--- config.mk ---
export PLATFORM = sky130hd
export DESIGN_NAME = pwm_chan
export DESIGN_NICKNAME = d
export VERILOG_FILES = /design/src/rtl/pwm_pkg.sv /design/src/rtl/pwm_regs.sv /design/src/rtl/pwm_presc.sv /design/src/rtl/pwm_cnt.sv /design/src/rtl/pwm_out.sv /design/src/rtl/pwm_chan.sv
export SDC_FILE = /design/constraint.sdc
export NUM_CORES = 1
export LEC_CHECK = 0
export BUFFER_PORTS_ARGS = -buffer_cell sky130_fd_sc_hd__buf_2
export CORE_ASPECT_RATIO = 1.25
export CORE_MARGIN = 2
export CORE_UTILIZATION = 43
export CTS_CLUSTER_SIZE = 16
export DETAILED_ROUTE_END_ITERATION = 6
export PLACE_DENSITY = 0.65
export SLEW_MARGIN = 10
export SYNTH_ARGS = -nofsm -noshare
export SYNTH_HDL_FRONTEND = slang
export SYNTH_SLANG_ARGS = --single-unit
--- constraint.sdc ---
create_clock -name clk_i -period 2.9 [get_ports clk_i]
set_clock_uncertainty 0.15 [all_clocks]
set_input_delay 0.145 -clock clk_i [delete_from_list [all_inputs] [get_ports clk_i]]
set_output_delay 0.145 -clock clk_i [all_outputs]
set_load 0.005 [all_outputs]
--- src/rtl/pwm_pkg.sv ---
package pwm_pkg;
  localparam int unsigned ADDR_W = 2;

  typedef enum logic [ADDR_W-1:0] {
    REG_CTRL    = 2'd0,
    REG_PERIOD  = 2'd1,
    REG_COMPARE = 2'd2,
    REG_PRESC   = 2'd3
  } reg_addr_e;

  typedef struct packed {
    logic out_en;
    logic pol;
    logic per_pre;
    logic cmp_pre;
  } ctrl_t;
endpackage

--- src/rtl/pwm_regs.sv ---
module pwm_regs
  import pwm_pkg::*;
#(
  parameter int unsigned CNT_W  = 16,
  parameter int unsigned PSC_W  = 16,
  parameter int unsigned DATA_W = 16
) (
  input  logic              clk_i,
  input  logic              rst_ni,
  input  logic              wr_en_i,
  input  logic [ADDR_W-1:0] wr_addr_i,
  input  logic [DATA_W-1:0] wr_data_i,
  input  logic              upd_i,
  output ctrl_t             ctrl_o,
  output logic [CNT_W-1:0]  per_o,
  output logic [CNT_W-1:0]  cmp_o,
  output logic [PSC_W-1:0]  psc_o
);
  localparam int unsigned CTRL_W = $bits(ctrl_t);

  ctrl_t            ctrl_q;
  logic [CNT_W-1:0] per_sh, per_act, cmp_sh, cmp_act;
  logic [PSC_W-1:0] psc_sh, psc_act;

  always_ff @(posedge clk_i or negedge rst_ni) begin
    if (!rst_ni) begin
      ctrl_q  <= '0;
      per_sh  <= '0;
      per_act <= '0;
      cmp_sh  <= '0;
      cmp_act <= '0;
      psc_sh  <= '0;
      psc_act <= '0;
    end else begin
      if (upd_i) begin
        per_act <= per_sh;
        cmp_act <= cmp_sh;
        psc_act <= psc_sh;
      end
      // immediate writes override the update load
      if (wr_en_i) begin
        unique case (reg_addr_e'(wr_addr_i))
          REG_CTRL: ctrl_q <= ctrl_t'(wr_data_i[CTRL_W-1:0]);
          REG_PERIOD: begin
            per_sh <= wr_data_i[CNT_W-1:0];
            if (!ctrl_q.per_pre) per_act <= wr_data_i[CNT_W-1:0];
          end
          REG_COMPARE: begin
            cmp_sh <= wr_data_i[CNT_W-1:0];
            if (!ctrl_q.cmp_pre) cmp_act <= wr_data_i[CNT_W-1:0];
          end
          REG_PRESC: psc_sh <= wr_data_i[PSC_W-1:0];
        endcase
      end
    end
  end

  assign ctrl_o = ctrl_q;
  assign per_o  = per_act;
  assign cmp_o  = cmp_act;
  assign psc_o  = psc_act;

  AST_CMP_PRELOAD_HOLD: assert property (@(posedge clk_i) disable iff (!rst_ni)
    (ctrl_q.cmp_pre && !upd_i) |=> $stable(cmp_act));
  AST_PER_PRELOAD_HOLD: assert property (@(posedge clk_i) disable iff (!rst_ni)
    (ctrl_q.per_pre && !upd_i) |=> $stable(per_act));
endmodule

--- src/rtl/pwm_presc.sv ---
module pwm_presc #(
  parameter int unsigned PSC_W = 16
) (
  input  logic             clk_i,
  input  logic             rst_ni,
  input  logic [PSC_W-1:0] psc_i,
  output logic             tick_o
);
  logic [PSC_W-1:0] div_q;

  assign tick_o = (div_q >= psc_i);

  always_ff @(posedge clk_i or negedge rst_ni) begin
    if (!rst_ni)     div_q <= '0;
    else if (tick_o) div_q <= '0;
    else             div_q <= div_q + 1'b1;
  end

  AST_PSC_BOUND: assert property (@(posedge clk_i) disable iff (!rst_ni)
    div_q <= psc_i);
endmodule

--- src/rtl/pwm_cnt.sv ---
module pwm_cnt #(
  parameter int unsigned CNT_W = 16
) (
  input  logic             clk_i,
  input  logic             rst_ni,
  input  logic             tick_i,
  input  logic [CNT_W-1:0] per_i,
  output logic [CNT_W-1:0] cnt_o,
  output logic             wrap_o,
  output logic             step_o,
  output logic             update_o
);
  logic [CNT_W-1:0] cnt_q;
  logic             step_q, wrap_q;

  // >= so a period shrunk below the count wraps on the next step
  assign wrap_o = tick_i && (cnt_q >= per_i);

  always_ff @(posedge clk_i or negedge rst_ni) begin
    if (!rst_ni) begin
      cnt_q  <= '0;
      step_q <= 1'b0;
      wrap_q <= 1'b0;
    end else begin
      step_q <= tick_i;
      wrap_q <= wrap_o;
      if (wrap_o)      cnt_q <= '0;
      else if (tick_i) cnt_q <= cnt_q + 1'b1;
    end
  end

  assign cnt_o    = cnt_q;
  assign step_o   = step_q;
  assign update_o = step_q && wrap_q;

  AST_HOLD_NO_TICK: assert property (@(posedge clk_i) disable iff (!rst_ni)
    !tick_i |=> $stable(cnt_q));
  AST_STEP_INC: assert property (@(posedge clk_i) disable iff (!rst_ni)
    (tick_i && cnt_q < per_i) |=> (cnt_q == $past(cnt_q) + 1'b1));
  AST_UPD_AT_ZERO: assert property (@(posedge clk_i) disable iff (!rst_ni)
    update_o |-> (cnt_q == '0));
endmodule

--- src/rtl/pwm_out.sv ---
module pwm_out
  import pwm_pkg::*;
#(
  parameter int unsigned CNT_W = 16
) (
  input  logic             clk_i,
  input  logic             rst_ni,
  input  logic [CNT_W-1:0] cnt_i,
  input  logic [CNT_W-1:0] cmp_i,
  input  ctrl_t            ctrl_i,
  input  logic             step_i,
  output logic             pwm_o,
  output logic             match_o
);
  logic active;

  assign active  = (cnt_i < cmp_i);
  assign pwm_o   = ctrl_i.out_en ? (active ^ ctrl_i.pol) : ctrl_i.pol;
  assign match_o = step_i && (cnt_i == cmp_i);

  AST_MATCH_INACTIVE: assert property (@(posedge clk_i) disable iff (!rst_ni)
    match_o |-> (pwm_o == ctrl_i.pol));
endmodule

--- src/rtl/pwm_chan.sv ---
module pwm_chan
  import pwm_pkg::*;
#(
  parameter int unsigned CNT_W = 16,
  parameter int unsigned PSC_W = 16,
  localparam int unsigned DATA_W = (CNT_W > PSC_W) ? CNT_W : PSC_W
) (
  input  logic              clk_i,
  input  logic              rst_ni,
  input  logic              wr_en_i,
  input  logic [ADDR_W-1:0] wr_addr_i,
  input  logic [DATA_W-1:0] wr_data_i,
  output logic              pwm_o,
  output logic              update_o,
  output logic              match_o
);
  ctrl_t            ctrl;
  logic [CNT_W-1:0] per, cmp, cnt;
  logic [PSC_W-1:0] psc;
  logic             tick, wrap, step;

  pwm_regs #(.CNT_W(CNT_W), .PSC_W(PSC_W), .DATA_W(DATA_W)) u_regs (
    .clk_i, .rst_ni, .wr_en_i, .wr_addr_i, .wr_data_i,
    .upd_i(wrap), .ctrl_o(ctrl), .per_o(per), .cmp_o(cmp), .psc_o(psc)
  );

  pwm_presc #(.PSC_W(PSC_W)) u_presc (
    .clk_i, .rst_ni, .psc_i(psc), .tick_o(tick)
  );

  pwm_cnt #(.CNT_W(CNT_W)) u_cnt (
    .clk_i, .rst_ni, .tick_i(tick), .per_i(per),
    .cnt_o(cnt), .wrap_o(wrap), .step_o(step), .update_o(update_o)
  );

  pwm_out #(.CNT_W(CNT_W)) u_out (
    .clk_i, .rst_ni, .cnt_i(cnt), .cmp_i(cmp), .ctrl_i(ctrl),
    .step_i(step), .pwm_o(pwm_o), .match_o(match_o)
  );

  AST_RST_QUIET: assert property (@(posedge clk_i) disable iff (!rst_ni)
    (update_o && !match_o) |-> (cmp != '0));
endmodule

Word level (Yosys, flattened, before mapping)

Index checks and enable logic that the tools add are counted.

Memory bits (read-only): 0
Output and inout port bits: 3
Memories kept: 0
Flip-flop bits (word level): 134
RAM bits: 0
Logic and storage cells: 45
Latch bits: 0

Eq/ne operators: 4
Add/sub/neg operators: 2
Reduce and logical (&&, ||, !) cells: 9
Div/mod/pow operators: 0
$lt $le $gt $ge: 3
Shifts and indexed selects: 0
$mul: 0
Bitwise gates (word level): 1
Mux-type cells: 12

Operator list:

| operator                                       | count |
|---|---|
| 2-to-1 mux 16 bit                              | 11 |
| adder 16 x 1 -> 16 bit (second input constant) | 2 |
| greater-or-equal comparator 16 bit             | 2 |
| == test 16 bit                                 | 1 |
| < comparator 16 bit                            | 1 |
| AND reduction 2 bit                            | 4 |
| == test 2 bit (second input constant)          | 2 |
| logical AND 1 bit                              | 3 |
| == test 2 x 1 -> 1 bit (second input constant) | 1 |
| zero test 2 bit                                | 1 |
| nonzero test 2 bit                             | 1 |
| 2-to-1 mux 1 bit                               | 1 |
| bitwise XOR 1 bit                              | 1 |

Longest topological paths before layout

Gate-level depths: netlist of the first run.

Depth after elaboration: 6
Mapped depth: 10
Mapped depth without buffers: 9

Modules after synthesis

From an unflattened synthesis of the first run, not the netlist that was laid out.

Cells, all modules: 581
Area total of the unflattened synthesis: 7129.3 µm²

Modules (own cells, without submodules):

| module    | area each (µm²) | times used | cells each | seq. area each (µm²) |
|---|---|---|---|---|
| pwm_regs  | 4140.2          | 1          | 250        | 2502.4 |
| pwm_cnt   | 1267.5          | 1          | 142        | 450.4 |
| pwm_presc | 1260.0          | 1          | 130        | 400.4 |
| pwm_out   | 461.7           | 1          | 59         | 0.0 |

Least setup slack after synthesis of the first run

No wires, ideal clock.

Kind: register -> register
Start: register u_cnt.cnt_q[0], in the netlist u_cnt.cnt_o[0]
End: register u_cnt.cnt_q[11], in the netlist u_cnt.cnt_o[11]
Slack: 375 ps
Arrival time: 2292 ps
Stages on the path, launching flop included: 10
Period minus slack after synthesis: 2525 ps
Buffers on the path: 1
Path through: dfrtp_1 -> inv_1 -> ha_1 -> nand2b_1 -> a2111o_1 -> a311oi_1 -> nand2_1 -> buf_2 -> or4_1 -> o21ai_0

Word-level cells in the longest chain between the ends: 3
Elaborated cells between the ends (all ways): 6

Ends and longest elaborated chain:

| item                                                                                | RTL line                     | RTL |
|---|---|---|
| from (decl)                                                                         | pwm_cnt.sv:13                | `logic [CNT_W-1:0] cnt_q;` |
| from (signal assigned)                                                              | pwm_cnt.sv:28                | `else if (tick_i) cnt_q <= cnt_q + 1'b1;` |
| adder 16 x 1 -> 16 bit / greater-or-equal comparator 16 bit (equally long branches) | pwm_cnt.sv:28, pwm_cnt.sv:17 |  |
| 2-to-1 mux 16 bit / logical AND 1 bit (equally long branches)                       | pwm_cnt.sv:28, pwm_cnt.sv:17 |  |
| 2-to-1 mux 16 bit / nonzero test 2 bit (equally long branches)                      | -                            |  |

Several ways; a longest one is shown, not always the timed one. The select of a mux whose other input is x is not followed.
A chain may end at the register's enable or synchronous reset.

Final worst setup path of the first run

Start: register u_cnt.cnt_q[9], in the netlist u_cnt.cnt_o[9]
End: output port pwm_o

Word-level cells in the longest chain between the ends: 3

Ends and longest elaborated chain:

| item                | RTL line       | RTL |
|---|---|---|
| < comparator 16 bit | pwm_out.sv:17  | `assign active = (cnt_i < cmp_i);` |
| bitwise XOR 1 bit   | pwm_out.sv:18  | `assign pwm_o = ctrl_i.out_en ? (active ^ ctrl_i.pol) : ctrl_i.pol;` |
| 2-to-1 mux 1 bit    | pwm_out.sv:18  |  |
| to (decl)           | pwm_chan.sv:13 | `output logic pwm_o,` |

No other way between the ends.

==> results of run 1 <==
-- worst max-delay path: cells and delay by family, from the launching register on --
family / cells / cell delay [ns]
compound gates: 5 / 1.09
buf+inv: 2 / 0.30
xor+xnor: 1 / 0.13
flops: 1 / 0.42
fa+ha+maj: 1 / 0.30
-- per-stage QoR --
stage	setup WS, ns	hold WS [ns]	util	cells
2_1_floorplan	0.375	-0.301	-	682
3_3_place_gp	-0.220	-0.0514	0.469	904
3_5_place_dp	-0.323	-0.0405	0.469	904
4_1_cts	-0.0508	0.0330	0.522	952
5_1_grt	-0.167	0.0588	0.523	952
6_report	-0.0594	0.0468	0.523	952
-- per-layer routing --
layer  global-route usage  vias to the layer above
li1                     -                     2515
met1                0.244                     2658
met2                0.339                      127
met3               0.0425                       32
met4               0.0935                        0
met5                    0                        -
-- synth_stat cells, types with 6 or more instances --
| cell type | count | share of area |
|---|---|---|
| dfrtp_1 | 134 | 0.49 |
| nand3_1 | 63 | 0.046 |
| nor2_1 | 63 | 0.034 |
| o21ai_0 | 63 | 0.046 |
| mux2_2 | 54 | 0.088 |
| inv_1 | 52 | 0.028 |
| ha_1 | 50 | 0.091 |
| a31oi_1 | 32 | 0.029 |
| clkbuf_1 | 20 | 0.011 |
| nand2_1 | 20 | 0.011 |
| a21oi_1 | 17 | 0.012 |
| a22o_1 | 10 | 0.013 |
| buf_2 | 10 | 0.0073 |
| nand4_1 | 9 | 0.0082 |
| nor3_1 | 9 | 0.0065 |
| xor2_1 | 9 | 0.011 |
| and3_1 | 8 | 0.0073 |
| a21o_1 | 7 | 0.0076 |
| and2_1 | 6 | 0.0054 |
| xnor2_1 | 6 | 0.0076 |
-- kinds of logic (layout without fill, tap and decap cells) --
kind of cell	after synthesis	after routing
XOR/XNOR	15	15
flip-flops	134	134
buffers and inverters	88	146
adder cells (fa/ha/maj)	50	50
AO/OA/AOI/OAI	142	142
AND/OR/NAND/NOR	199	199
multiplexers	54	54
-- how the worst max path moves through the flow --
stage,slack (ns),cells past startpoint,start,to
floorplan,0.38,9,u_cnt.cnt_o[0],u_cnt.cnt_o[11]
global placement,-0.22,9,u_cnt.cnt_o[9],pwm_o
detailed placement,-0.32,9,u_cnt.cnt_o[9],pwm_o
CTS,-0.05,10,u_regs.cmp_o[9],pwm_o
global route,-0.17,10,u_regs.cmp_o[9],pwm_o
finish,-0.06,9,u_cnt.cnt_o[9],pwm_o
-- what timing repair did --
action                                  CTS  global route
endpoints found under the setup margin    4            62
hold endpoints to repair                128             0
pin swaps                                 3             1
setup buffers                             1             0
resized for setup                         8             6
hold buffers                             17             0
-- sequential cells by signal, indices dropped and copies added (netlist names) --
signal	count
u_regs.cmp_o	16
u_presc.div_q	16
u_regs.ctrl_o	4
u_cnt.wrap_q	1
u_regs.cmp_sh	16
u_regs.per_o	16
u_regs.psc_o	16
u_regs.per_sh	16
u_cnt.step_o	1
u_cnt.cnt_o	16
u_regs.psc_sh	16
-- cell type report --
type / instances / area [µm²] / share of cell area
clock buffers: 17 / 425 / 0.0520
clock inverters: 13 / 184 / 0.0225
inverters: 53 / 199 / 0.0243
multi-input cells: 460 / 3230 / 0.395
flip-flops and latches: 134 / 3350 / 0.410
well taps: 212 / 265 / 0.0324
repair buffers: 63 / 518 / 0.0633
-- power by group through the flow --
stage                     sequential [mW]  clock (mW)  combinational [mW]
after global routing                 2.34        2.35               0.883
after floorplan                      2.28           0               0.516
after global placement               2.32           0               0.703
final                                2.31        2.24               0.776
after detailed placement             2.33           0               0.742
after CTS                            2.31        2.27               0.780
==> flow_metrics.py, run 1 <==
metrics = {
    "critical_path": {
        "r2r-end": "u_regs.psc_o[0]",
        "critPathKind": "reg -> out",
        "reg2reg_from": "u_cnt.cnt_o[9]",
        "reg2reg_setup_slack_ns": 0.16,
        "cp_cell_sequence": "ha_1, a21o_1, a21o_1, a211oi_2, o21bai_2, a2111oi_4, buf_4, xor2_1, buf_2",
        "worst_setup_path_start_kind": "flip-flop",
        "crit_top_cell": "a21o_1",
        "max_stage_delay_ns": 0.42,
        "crit_required_ns": 2.61,
        "worst_path_max_delay_cell": "dfrtp_2",
        "rr_worst_depth": 8,
        "critPathCaptureType": "primary output",
        "path_max_fanout": 2,
        "critPathArrivalTime_ns": 2.66,
    },
    "yosys": {
        "ys_ff_latch": 134,
        "synthSimpleGateAreaFrac": 0.141,
        "syn-cell-area_um2": 6890,
        "synth_top_family_by_area": "simple AND/OR/NAND/NOR gates",
        "syn_avg_cell_area_um2": 10.1,
        "async_flop_share": 1.00,
        "synth_warnings": 0,
        "synth.mux.area_fraction": 0.0882,
        "syn_inst": 682,
        "synth_xor_area_frac": 0.0191,
        "seq_area_frac_synth": 0.487,
        "synth_edf_count": 0,
        "syn-num-nets": 753,
        "synth.distinct_cells": 46,
        "synth-main-ff-cell": "dfrtp_1",
        "synth-adder-area-share": 0.0908,
        "synth-compound-area-share": 0.123,
    },
    "final_layout": {
        "drive_above_1_share": 0.196,
        "synthToLayoutAreaGrowth_pct": 18.7,
        "final_cell_mix": "dfrtp_1, nand3_1, o21ai_0, nor2_1, mux2_2",
        "post-route-cell-area_um2": 8180,
        "layout.cells.most_common": "dfrtp_1",
        "n_antenna_cell": 0,
        "nNetsFinal": 800,
        "nFillCells": 1369,
    },
    "global_route": {
        "grt_pass1_wl_mm": 27.0,
        "antenna_found_initial": 0,
        "grt_pass1_vias": 5648,
        "grt_max_degree": 91,
        "grt_remaining_overflow": 0,
        "grt_use_total": 0.202,
    },
    "cts": {
        "root_buffer": "clkbuf_16",
        "h-tree-depth": 4,
        "insertion_delay_ns": 0.42,
        "cts_tree": "yes",
        "clock_path_buffers": 2,
        "path_clk_slew_ns": 0.06,
        "numCtsBuffers": 17,
        "clkSinkCount": 134,
    },
    "routing": {
        "dr.pass1.iters": 5,
        "wl_met2_mm": 8.27,
        "m1WireLength_mm": 6.56,
        "routed.top_layer": "met4",
        "wl_met3_um": 549,
        "via_count": 5332,
        "via_per_inst": 5.60,
        "antenna_left": 0,
        "routed_wl_mm": 15.8,
        "drc": 0,
        "wl_per_cell_um": 16.6,
        "drt_iter0_markers": 216,
    },
    "sta": {
        "worst_slew_pin_slew_ns": 0.804,
        "finalSetupViolCount": 1,
        "fin_crit_sh": 1.02,
        "rsz0062_at_grt": "true",
        "maxSlewHeadroom": 0.463,
        "finalCriticalPeriod_ns": 2.96,
        "tns_ns": -0.0594,
        "slew_viol_final": 0,
        "fmax_ghz": 0.338,
        "fin_ws_ns": -0.0594,
        "hold_violations": 0,
    },
    "run_status": {
        "status": "complete, but fails checks",
        "violations": "setup timing",
    },
    "worst_hold_path": {
        "min_delay_path_depth": 3,
        "holdPathEnd": "u_regs.ctrl_o[1]",
        "min_path_type": "in -> reg",
        "holdCritStartpoint": "wr_addr_i[1]",
    },
    "die": {
        "start_util": 0.441,
        "die_area_um2": 17100,
        "core_area_um2": 15600,
        "io_pins": 24,
        "num_rows": 51,
        "die_w_um": 117,
        "die_y_um": 146,
    },
    "pwr": {
        "p_per_area_nw_per_um2": 650,
        "switchingPower_mw": 1.38,
        "p_leak_nw": 3.76,
        "power_frac_comb": 0.146,
        "seqPwrFrac": 0.434,
        "swShare": 0.259,
        "p_clk_frac": 0.420,
        "p_int_mw": 3.95,
        "power_mw": 5.32,
        "vdd_drop_max_uv": 347,
    },
    "place": {
        "place_area_um2": 7340,
        "dpl.hpwl_mm": 11.0,
        "io_buffers": 23,
        "gp_congestion": 0.875,
    },
    "run": {
        "drv_cap": 0,
    },
}
No activity file was read; power rests on OpenSTA's default activity.
==> run 2: changes to the inputs <==
RECOVER_POWER = 50   (was default)
REMOVE_ABC_BUFFERS = 1   (was default)
==> run 2 against run 1 <==
Against the previous run:
- the run ends with capacitance limit, slew limit, setup timing left
- fmax is 1.7% higher
- first-iteration DRC count is 13% higher
- final area is 0.84% lower
- largest cell class unchanged
- sequential power hardly changed
- routed wire length is 1.5% lower
- final cell count is 0.32% higher
- die area stayed put
- combinational power is 3% lower
- worst setup slack better by 0.051 ns
==> flow_metrics.py, run 2 (synthesis results as in run 1) <==
metrics = {
    "run_status": {
        "status": "complete, but fails checks",
        "violations": "capacitance limit, slew limit, setup timing",
    },
    "global_route": {
        "grt_remaining_overflow": 0,
        "antenna_found_initial": 0,
        "grt_pass1_vias": 5434,
        "grt_max_degree": 71,
        "grt_pass1_wl_mm": 26.4,
        "grt_use_total": 0.198,
    },
    "die": {
        "die_y_um": 146,
        "die_w_um": 117,
        "die_area_um2": 17100,
        "io_pins": 24,
        "num_rows": 51,
        "core_area_um2": 15600,
        "start_util": 0.441,
    },
    "pwr": {
        "p_per_area_nw_per_um2": 637,
        "vdd_drop_max_uv": 314,
        "p_leak_nw": 3.69,
    },
    "critical_path": {
        "r2r-end": "u_cnt.cnt_o[15]",
        "cp_cell_sequence": "ha_1, and4_1, nand4_1, a211oi_1, a2111oi_2, buf_4, xor2_1, buf_2",
        "max_stage_delay_ns": 0.45,
        "worst_path_max_delay_cell": "dfrtp_1",
        "reg2reg_setup_slack_ns": 0.11,
        "worst_setup_path_start_kind": "flip-flop",
        "critPathKind": "reg -> out",
        "critPathArrivalTime_ns": 2.61,
        "path_max_fanout": 5,
        "rr_worst_depth": 8,
        "crit_required_ns": 2.61,
        "reg2reg_from": "u_presc.div_q[14]",
        "critPathCaptureType": "primary output",
    },
    "cts": {
        "insertion_delay_ns": 0.42,
        "cts_tree": "yes",
        "clkSinkCount": 134,
        "numCtsBuffers": 17,
        "root_buffer": "clkbuf_16",
        "path_clk_slew_ns": 0.06,
        "clock_path_buffers": 2,
        "h-tree-depth": 4,
    },
    "final_layout": {
        "drive_above_1_share": 0.175,
        "final_util": 0.519,
        "layout.cells.most_common": "dfrtp_1",
        "n_antenna_cell": 0,
        "final_cell_mix": "dfrtp_1, nand3_1, o21ai_0, nor2_1, mux2_2",
        "post-route-cell-area_um2": 8110,
        "synthToLayoutAreaGrowth_pct": 17.7,
        "nNetsFinal": 801,
    },
    "sta": {
        "finalSetupViolCount": 1,
        "fmax_ghz": 0.344,
        "rsz0062_at_grt": "true",
        "holdWs_ns": 0.0484,
        "worst_slew_pin_slew_ns": 1.80,
        "fin_crit_sh": 1.00,
        "hold_violations": 0,
        "maxSlewHeadroom": -0.202,
        "finalCriticalPeriod_ns": 2.91,
        "fin_ws_ns": -0.00879,
        "slew_viol_final": 71,
        "tns_ns": -0.00879,
    },
    "routing": {
        "routed_wl_mm": 15.6,
        "drc": 0,
        "wl_per_cell_um": 16.3,
        "via_per_inst": 5.49,
        "via_count": 5241,
        "dr.pass1.iters": 5,
        "antenna_left": 0,
        "drt_iter0_markers": 245,
    },
    "place": {
        "dpl.hpwl_mm": 10.9,
        "place_area_um2": 7290,
        "io_buffers": 23,
        "gp_congestion": 0.889,
        "dp_slack_ns": 0.0167,
    },
    "worst_hold_path": {
        "min_path_type": "in -> reg",
        "holdCritStartpoint": "wr_addr_i[1]",
        "holdPathEnd": "u_regs.ctrl_o[1]",
        "min_delay_path_depth": 3,
    },
    "run": {
        "drv_cap": 1,
    },
}
run 2: cell types whose count changed in the layout (fill, tap and decap cells not counted), sizes merged:
cell	before	now
clkinv	6	5
bufinv	4	2
clkbuf	17	41
inv	53	54
buf	46	26
clkinvlp	3	4
run 2: where the power goes:
part	total, mW	switching [mW]	internal, mW
Combinational	0.756	0.379	0.376
Clock	2.11	0.800	1.31
Sequential	2.31	0.173	2.14
run 2: area by class of cell:
type / count / area [µm²]
Fill cell: 1381 / 7520
Sequential cell: 134 / 3360
Multi-Input combinational cell: 460 / 3220
Timing Repair Buffer: 64 / 482
Clock buffer: 20 / 457
Tap cell: 212 / 265
Inverter: 53 / 201
Clock inverter: 12 / 128
run 2: routing by layer:
layer  track usage  vias to the layer above  share of wire
met3        0.0400                       39          0.030
met1         0.241                     2567           0.41
met5             0                        -              0
li1              -                     2503              -
met4         0.101                        0          0.037
met2         0.327                      132           0.52
run 2: how the worst max path moves through the flow:
| stage | startpoint | to | slack, ns | cells past startpoint |
|---|---|---|---|---|
| after global routing | u_cnt.cnt_o[9] | pwm_o | -0.04 | 9 |
| after detailed placement | u_presc.div_q[14] | u_regs.psc_o[0] | 0.02 | 7 |
| after global placement | u_presc.div_q[14] | u_regs.psc_o[0] | 0.1 | 7 |
| after floorplan | u_cnt.cnt_o[0] | u_cnt.cnt_o[0] | -0.44 | 8 |
| final | u_cnt.cnt_o[13] | pwm_o | -0.009 | 8 |
| after CTS | u_regs.cmp_o[9] | pwm_o | 0.04 | 10 |
run 2: per-stage QoR:
stage,power [mW],std cells
2_1_floorplan,2.79,647
3_3_place_gp,3.02,901
3_5_place_dp,3.07,901
4_1_cts,5.21,954
5_1_grt,5.43,955
6_report,5.17,955
run 2: what timing repair did:
item / CTS / global route
gates cloned: 0 / 1
resized for setup: 6 / 8
hold buffers: 17 / 0
hold endpoints to repair: 151 / 0
buffers inserted: 4 / 0
pin swaps: 4 / 4
endpoints found under the setup margin: 3 / 36
run 2: critical path: cells and delay by family, from the launching register on:
family / cells / cell delay, ns
and+or+nand+nor: 2 / 0.45
xor gates and xnor gates: 1 / 0.13
AOI/OAI and AO/OA: 2 / 0.55
DFF: 1 / 0.45
buffers and inverters: 2 / 0.29
adders and majority gates: 1 / 0.33
